--- src/rtl/tmr_oc_pkg.sv ---
package tmr_oc_pkg;

  localparam int MODE_W = 3;

  localparam logic [MODE_W-1:0] OCM_FROZEN = 3'b000;
  localparam logic [MODE_W-1:0] OCM_TOGGLE = 3'b011;
  localparam logic [MODE_W-1:0] OCM_LOW    = 3'b100;
  localparam logic [MODE_W-1:0] OCM_HIGH   = 3'b101;
  localparam logic [MODE_W-1:0] OCM_PWMA   = 3'b110;

  // PWM A level for a free-running counter
  function automatic logic pwm_a_level(input logic [15:0] cnt, input logic [15:0] cmp);
    return cnt < cmp;
  endfunction

  // one-pulse level: active from compare to end of the single cycle
  function automatic logic pulse_level(input logic running, input logic [15:0] cnt,
                                       input logic [15:0] cmp);
    return running && (cnt >= cmp);
  endfunction

  // next counter value on an advance
  function automatic logic [15:0] count_next(input logic [15:0] cnt, input logic [15:0] per);
    return (cnt == per) ? 16'd0 : cnt + 16'd1;
  endfunction

endpackage

--- src/rtl/tmr_oc_counter.sv ---
module tmr_oc_counter
  import tmr_oc_pkg::*;
#(
  parameter int CNT_W = 16
) (
  input  logic             clk,
  input  logic             rst,
  input  logic             tick_en,
  input  logic [CNT_W-1:0] period_in,
  input  logic [CNT_W-1:0] compare_in,
  input  logic             one_pulse_en,
  input  logic             trig_in,
  output logic [CNT_W-1:0] cnt,
  output logic [CNT_W-1:0] per_sh,
  output logic [CNT_W-1:0] cmp_sh,
  output logic             op_run,
  output logic             step,
  output logic             wrap_q
);

  logic trig_prev;
  logic trig_rise;
  logic run_now;
  logic adv;
  logic wrap;
  logic load_sh;

  assign trig_rise = trig_in & ~trig_prev;
  assign run_now   = ~one_pulse_en | op_run;
  assign adv       = tick_en & run_now;
  assign wrap      = adv & (cnt == per_sh);
  assign load_sh   = wrap | ~run_now;

  always_ff @(posedge clk) begin
    if (rst) begin
      cnt       <= '0;
      per_sh    <= '0;
      cmp_sh    <= '0;
      op_run    <= 1'b0;
      step      <= 1'b0;
      wrap_q    <= 1'b0;
      trig_prev <= 1'b0;
    end else begin
      trig_prev <= trig_in;
      step      <= adv;
      wrap_q    <= wrap;
      if (adv) begin
        cnt <= wrap ? '0 : cnt + 1'b1;
      end
      if (load_sh) begin
        per_sh <= period_in;
        cmp_sh <= compare_in;
      end
      if (!one_pulse_en) begin
        op_run <= 1'b0;
      end else if (wrap) begin
        op_run <= 1'b0;
      end else if (trig_rise && !op_run) begin
        op_run <= 1'b1;
      end
    end
  end

endmodule

--- src/rtl/tmr_oc_refgen.sv ---
module tmr_oc_refgen
  import tmr_oc_pkg::*;
#(
  parameter int CNT_W = 16
) (
  input  logic              clk,
  input  logic              rst,
  input  logic [MODE_W-1:0] mode_in,
  input  logic              one_pulse_en,
  input  logic [CNT_W-1:0]  cnt,
  input  logic [CNT_W-1:0]  cmp_sh,
  input  logic              op_run,
  input  logic              step,
  output logic              oc_ref,
  output logic              match_hit
);

  logic ref_nxt;

  assign match_hit = step && (cnt == cmp_sh);

  always_comb begin
    ref_nxt = oc_ref;
    case (mode_in)
      OCM_TOGGLE: if (match_hit) ref_nxt = ~oc_ref;
      OCM_LOW:    ref_nxt = 1'b0;
      OCM_HIGH:   ref_nxt = 1'b1;
      OCM_PWMA:   ref_nxt = one_pulse_en ? pulse_level(op_run, 16'(cnt), 16'(cmp_sh))
                                         : pwm_a_level(16'(cnt), 16'(cmp_sh));
      default:    ref_nxt = oc_ref;
    endcase
  end

  always_ff @(posedge clk) begin
    if (rst) oc_ref <= 1'b0;
    else     oc_ref <= ref_nxt;
  end

endmodule

--- src/rtl/tmr_oc_channel.sv ---
module tmr_oc_channel
  import tmr_oc_pkg::*;
#(
  parameter int CNT_W = 16
) (
  input  logic              clk,
  input  logic              rst,
  input  logic              tick_en,
  input  logic [CNT_W-1:0]  period_in,
  input  logic [CNT_W-1:0]  compare_in,
  input  logic [MODE_W-1:0] mode_in,
  input  logic              one_pulse_en,
  input  logic              trig_in,
  output logic              oc_ref,
  output logic              upd_flag
);

  logic [CNT_W-1:0] cnt_w;
  logic [CNT_W-1:0] per_sh_w;
  logic [CNT_W-1:0] cmp_sh_w;
  logic             run_w;
  logic             step_w;
  logic             match_w;

  tmr_oc_counter #(.CNT_W(CNT_W)) u_cnt (
    .clk          (clk),
    .rst          (rst),
    .tick_en      (tick_en),
    .period_in    (period_in),
    .compare_in   (compare_in),
    .one_pulse_en (one_pulse_en),
    .trig_in      (trig_in),
    .cnt          (cnt_w),
    .per_sh       (per_sh_w),
    .cmp_sh       (cmp_sh_w),
    .op_run       (run_w),
    .step         (step_w),
    .wrap_q       (upd_flag)
  );

  tmr_oc_refgen #(.CNT_W(CNT_W)) u_ref (
    .clk          (clk),
    .rst          (rst),
    .mode_in      (mode_in),
    .one_pulse_en (one_pulse_en),
    .cnt          (cnt_w),
    .cmp_sh       (cmp_sh_w),
    .op_run       (run_w),
    .step         (step_w),
    .oc_ref       (oc_ref),
    .match_hit    (match_w)
  );

endmodule

--- config.mk ---
export PLATFORM = sky130hd
export DESIGN_NAME = tmr_oc_channel
export DESIGN_NICKNAME = d
export VERILOG_FILES = /design/src/rtl/tmr_oc_pkg.sv /design/src/rtl/tmr_oc_counter.sv /design/src/rtl/tmr_oc_refgen.sv /design/src/rtl/tmr_oc_channel.sv
export SDC_FILE = /design/constraint.sdc
export NUM_CORES = 1
export LEC_CHECK = 0
export BUFFER_PORTS_ARGS = -buffer_cell sky130_fd_sc_hd__buf_4
export CAP_MARGIN = 25
export CORE_AREA = 3 3 89 70
export DETAILED_ROUTE_END_ITERATION = 7
export DIE_AREA = 0 0 92 73
export GPL_TIMING_DRIVEN = 0
export PLACE_DENSITY = 0.7
export SYNTH_ARGS = -nofsm -noshare
export SYNTH_HDL_FRONTEND = slang
export SYNTH_SLANG_ARGS = --single-unit
--- constraint.sdc ---
create_clock -name clk -period 2.9 [get_ports clk]
set_clock_uncertainty 0.05 [all_clocks]
set_input_delay 0.435 -clock clk [delete_from_list [all_inputs] [get_ports clk]]
set_output_delay 0.435 -clock clk [all_outputs]
set_load 0.05 [all_outputs]
* Word-level counts from Yosys, hierarchy flattened
Cells that the tools add are included.
Storage, ports and cells: word-level logic and storage cells 38, register bits 53, bits in writable memories 0, bits of input ports 40, bits in latches 0, output and inout bits 2, ROM bits 0, memories kept 0
Cells by class: div/mod/pow operators 0, mux-type cells 4, add/subtract/negate cells 1, equal/unequal tests 7, $mul 0, order comparisons 2, shift-type cells 0, bitwise gates (word level) 9, reductions and logical operators 7
Operators with widths (count):
- $eq 16x16->1 | 2
- $add 16x1->16 const B | 1
- $ge 16x16->1 | 1
- $lt 16x16->1 | 1
- $mux 16 | 1
- $eq 3x3->1 const B | 3
- $not 1->1 | 4
- $pmux 1 s4 | 1
- $reduce_bool 4->1 | 1
- $and 1x1->1 | 3
- $eq 3x2->1 const B | 1
- $logic_and 1x1->1 | 3
- $reduce_or 3->1 | 1
- $mux 1 | 2
- $ne 2x2->1 const B | 1
- $or 1x1->1 | 2
- $reduce_and 2->1 | 1
- $logic_not 1->1 | 1

* Depth between registers and ports, before layout
word-level depth 5, mapped depth 9, gate-level depth less buffers 8

* By module
Synthesis repeated with hierarchy kept, for this count alone.
Unflattened totals: cell total of the unflattened synthesis 406, area, all modules 3362.0 µm²
Modules (own cells, without submodules):
- tmr_oc_counter | cells each 338, times used 1, area an instance 2844.0 µm²
- tmr_oc_refgen | cells each 68, times used 1, area an instance 518.0 µm²

* Least setup slack after synthesis
Ideal clock, no wire load.
kind flip-flop to flip-flop, start point register u_cnt.cnt[13], end point register u_ref.oc_ref, setup time 116 ps, path buffers 0, clock period less this slack 1970 ps, data required time 2734 ps, stages on the path, launching flop included 8, arrival 1803 ps, setup slack 930 ps, path through dfxtp_1 ha_1 and4_2 nand3_1 a2111oi_0 nor4_1 or2_2 a31o_2
Between the ends: word-level cells in the longest chain between the ends 4, elaborated cells between the ends (all ways) 9
RTL lines:
- start, declared | RTL line tmr_oc_counter.sv:13 | output logic [CNT_W-1:0] cnt,
- start signal, assigned | RTL line tmr_oc_counter.sv:48 | cnt <= wrap ? '0 : cnt + 1'b1;
- $ge 16x16->1 or $eq 16x16->1 (tied branches) | RTL line tmr_oc_pkg.sv:19, tmr_oc_refgen.sv:20
- $logic_and 1x1->1, on equally long branches | RTL line tmr_oc_pkg.sv:19, tmr_oc_refgen.sv:20
- $mux 1 or $ne 2x2->1 (tied branches)
- $pmux 1 s4 or $reduce_and 2->1 (tied branches)
- end signal, assigned | RTL line tmr_oc_refgen.sv:36 | else oc_ref <= ref_nxt;
- end, declared | RTL line tmr_oc_refgen.sv:14 | output logic oc_ref,
Parallel ways exist; a longest one is shown, timed or not. A chain may end at the register's enable or synchronous reset.

* Worst setup path after layout
Ends and elaborated chain as after synthesis.

==> flow_summary_export.csv <==
group,metric,value,unit
run_status,status,"finished, final reports clean",
setup_path,reg2reg_depth,7,
floorplanning,core-area,0.005353,mm^2
placed_design,placed_cells,405,
clock_network,post_cts_resized,0,
global_routing,antenna_found_initial,0,
logic_synthesis,synth_top_area_cell,"dfxtp_1",
timing,tightest_slew,0.4739,ns
clock_network,cts_num_sinks,53,
logic_synthesis,synth_fa_ha_area_frac,0.08015,
finish,final_cells,413,
drt,num_vias,2076,
timing,tns,0,ns
placed_design,place_area,0.003055,mm^2
floorplanning,fp.dieArea,0.006716,mm^2
floorplanning,core.rowCount,23,
timing,fin_crit_sh,0.8043,
timing,slew_headroom,0.6759,
drt,antenna_left,0,
logic_synthesis,yosys_register_bits,53,
finish,synthToLayoutAreaGrowth,20.18,%
timing,slew_viol_final,0,
setup_path,end_kind,"flip-flop",
logic_synthesis,async_reset_ff_frac,0,
floorplanning,initial_core_util,0.4958,
logic_synthesis,ys_seq_area_frac,0.3998,
logic_synthesis,muxShareOfSynthArea,0.1207,
clock_network,worstSkewPairLatency,0.31,ns
floorplanning,die_w,92,um
drt,postRouteWirelength,5.541,mm
floorplanning,die_h,73,um
logic_synthesis,yosysUniqueCellTypes,39,
timing,max_freq,428.7,MHz
setup_path,start_kind,"flip-flop",
global_routing,grt_max_degree,17,
clock_network,clk_pin_slew,0.10,ns
global_routing,overflow,0,
finish,nets,394,
logic_synthesis,synthTopCellsByArea,"dfxtp_1 40%, mux2i_1 12%, nor2_1 8.2%",
logic_synthesis,syn_inst,289,
placed_design,hpwl,4.329,mm
setup_path,critPathLaunch,"u_cnt.cnt[13]",
logic_synthesis,yosysWarnings,0,
power_and_ir_drop,power_density,506.7,mW/mm^2
timing,setup_viol,0,
power_and_ir_drop,leakage,0.001402,uW
global_routing,first_global_vias,1968,
logic_synthesis,synth_top_family_by_area,"simple AND/OR/NAND/NOR gates",
clock_network,cts_buffer_depth,2,
finish,antenna_cells,0,
run,maxCapViolations,0,
setup_path,ff2ff_setup_slack,0.57,ns
setup_path,reg2reg_to,"u_ref.oc_ref",
global_routing,grt_usage,0.1715,
setup_path,worstSetupPathType,"reg -> reg",
setup_path,reg2reg_from,"u_cnt.cnt[13]",
timing,rsz0062_at_grt,"false",
setup_path,endpoint,"u_ref.oc_ref",
setup_path,arrival,2.50,ns
placed_design,port_buffers,41,
clock_network,root_buffer,"clkbuf_8",
clock_network,cts_tree,"yes",
clock_network,holdBufCountCts,0,
drt,viasPerCell,5.027,
finish,drive_gt1_frac,0.1864,
clock_network,cts_htree_levels,2,
clock_network,post_cts_buffers,0,
logic_synthesis,synth_edf_count,0,
setup_path,worstPathRequired,3.07,ns
drt,drc,0,
logic_synthesis,yosys.area_share.simple,0.1942,
logic_synthesis,synth_fp_nets,346,
clock_network,numCtsBuffers,5,
setup_path,cp_max_fo,5,
logic_synthesis,synthTopCellsByCount,"58 x nor2_1, 53 x dfxtp_1, 32 x mux2i_1",
logic_synthesis,synth_area,0.002654,mm^2
global_routing,grt_pass1_wl,9.094,mm
drt,dr.pass1.iters,4,
timing,finalCriticalPeriod,2.332,ns
logic_synthesis,synth_flop_cell,"dfxtp_1",
logic_synthesis,synth-xor-area-share,0.1023,
hold_path,hp-class,"in -> reg",
drt,drt_iter0_drc,43,
power_and_ir_drop,vdd_ir_drop_max,0.2495,mV
timing,hold_violations,0,
drt,routedWlPerCell,13.42,um
logic_synthesis,synthMostInstantiatedCell,"nor2_1",
finish,fin_area,0.003189,mm^2
logic_synthesis,yosysTopAreaCellShare,0.3998,
logic_synthesis,syn_avg_cell_area,9.183,um^2
floorplanning,ioPinCount,42,
logic_synthesis,synth-compound-area-share,0.04809,
placed_design,gp_congestion,0.8259,
## flip-flops by register name, indices dropped and copies added (netlist names)
| name | cells |
|---|---|
| u_cnt.cmp_sh | 16 |
| u_cnt.op_run | 1 |
| u_cnt.trig_prev | 1 |
| u_cnt.wrap_q | 1 |
| u_cnt.step | 1 |
| u_cnt.per_sh | 16 |
| u_ref.oc_ref | 1 |
| u_cnt.cnt | 16 |
## critical path, stage by stage (launching register included)
cell and delay [ns]:
dfxtp_1 0.38, ha_1 0.32, and4_2 0.23, nand3_1 0.18, a2111oi_0 0.43, nor4_1 0.14
or2_2 0.30, a31o_2 0.19
## layout make-up
cell class	count	area, um^2
Buffer	10	73.82
Clock buffer	5	68.82
Clock inverter	3	65.06
Fill cell	498	2163
Inverter	19	71.32
Multi-Input combinational cell	207	1448
Sequential cell	53	1061
Tap cell	75	93.84
Timing Repair Buffer	41	307.8
## worst min-delay path by stage
| stage | from | endpoint | slack (ns) | depth (start not counted) |
|---|---|---|---|---|
| after CTS | trig_in | u_cnt.trig_prev | 0.29 | 2 |
| final | trig_in | u_cnt.trig_prev | 0.28 | 2 |
| after floorplan | u_cnt.cmp_sh[10] | u_cnt.cmp_sh[10] | 0.41 | 2 |
| after global placement | u_cnt.cmp_sh[13] | u_cnt.cmp_sh[13] | 0.43 | 2 |
| after global routing | trig_in | u_cnt.trig_prev | 0.29 | 2 |
| after detailed placement | u_cnt.cmp_sh[12] | u_cnt.cmp_sh[12] | 0.44 | 2 |
## logic make-up (layout without fill, tap and decap cells)
kind of cell / Yosys count / count (layout)
xor+xnor: 31 / 31
flops: 53 / 53
simple gates: 108 / 108
buf+inv: 29 / 78
fa+ha+maj: 17 / 17
compound gates: 19 / 19
mux: 32 / 32
## cell usage in the layout, fill, tap and decap left out, types with 4 or more instances in the layout
cell / n
nor2_1: 58
dfxtp_1: 53
buf_4: 42
mux2i_1: 32
xnor2_1: 22
inv_1: 19
ha_1: 17
nand4_1: 10
nand2_1: 10
xor2_1: 9
nand3_1: 9
o21ai_0: 5
clkbuf_8: 5
buf_6: 4
a21oi_1: 4
nor2b_1: 4
## per-stage QoR
stage / util / total power, uW / hold WS, ns / worst slack, ns
4_1_cts: 0.5958 / 1626 / 0.2858 / 0.5535
6_report: 0.5958 / 1616 / 0.2830 / 0.5675
3_3_place_gp: 0.5708 / 1032 / 0.4256 / 0.6841
2_1_floorplan: - / 953.7 / 0.4134 / 0.9304
5_1_grt: 0.5958 / 1682 / 0.2910 / 0.4298
3_5_place_dp: 0.5708 / 1039 / 0.4378 / 0.5876
## power breakdown
part           switching (uW)  internal (uW)  leakage [uW]  total (uW)
Clock                     252            343     0.0000681         595
Combinational             113            121      0.000900         234
Sequential               23.1            763      0.000434         787
## layer usage
metal | vias to the layer above | wire length (um) | global-route usage
li1 | 1070 | - | -
met1 | 950 | 2886 | 0.2451
met2 | 48 | 2334 | 0.2654
met3 | 8 | 250 | 0.03299
met4 | 0 | 71 | 0.04942
met5 | - | 0 | 0
(Power assumes the default switching activity.)
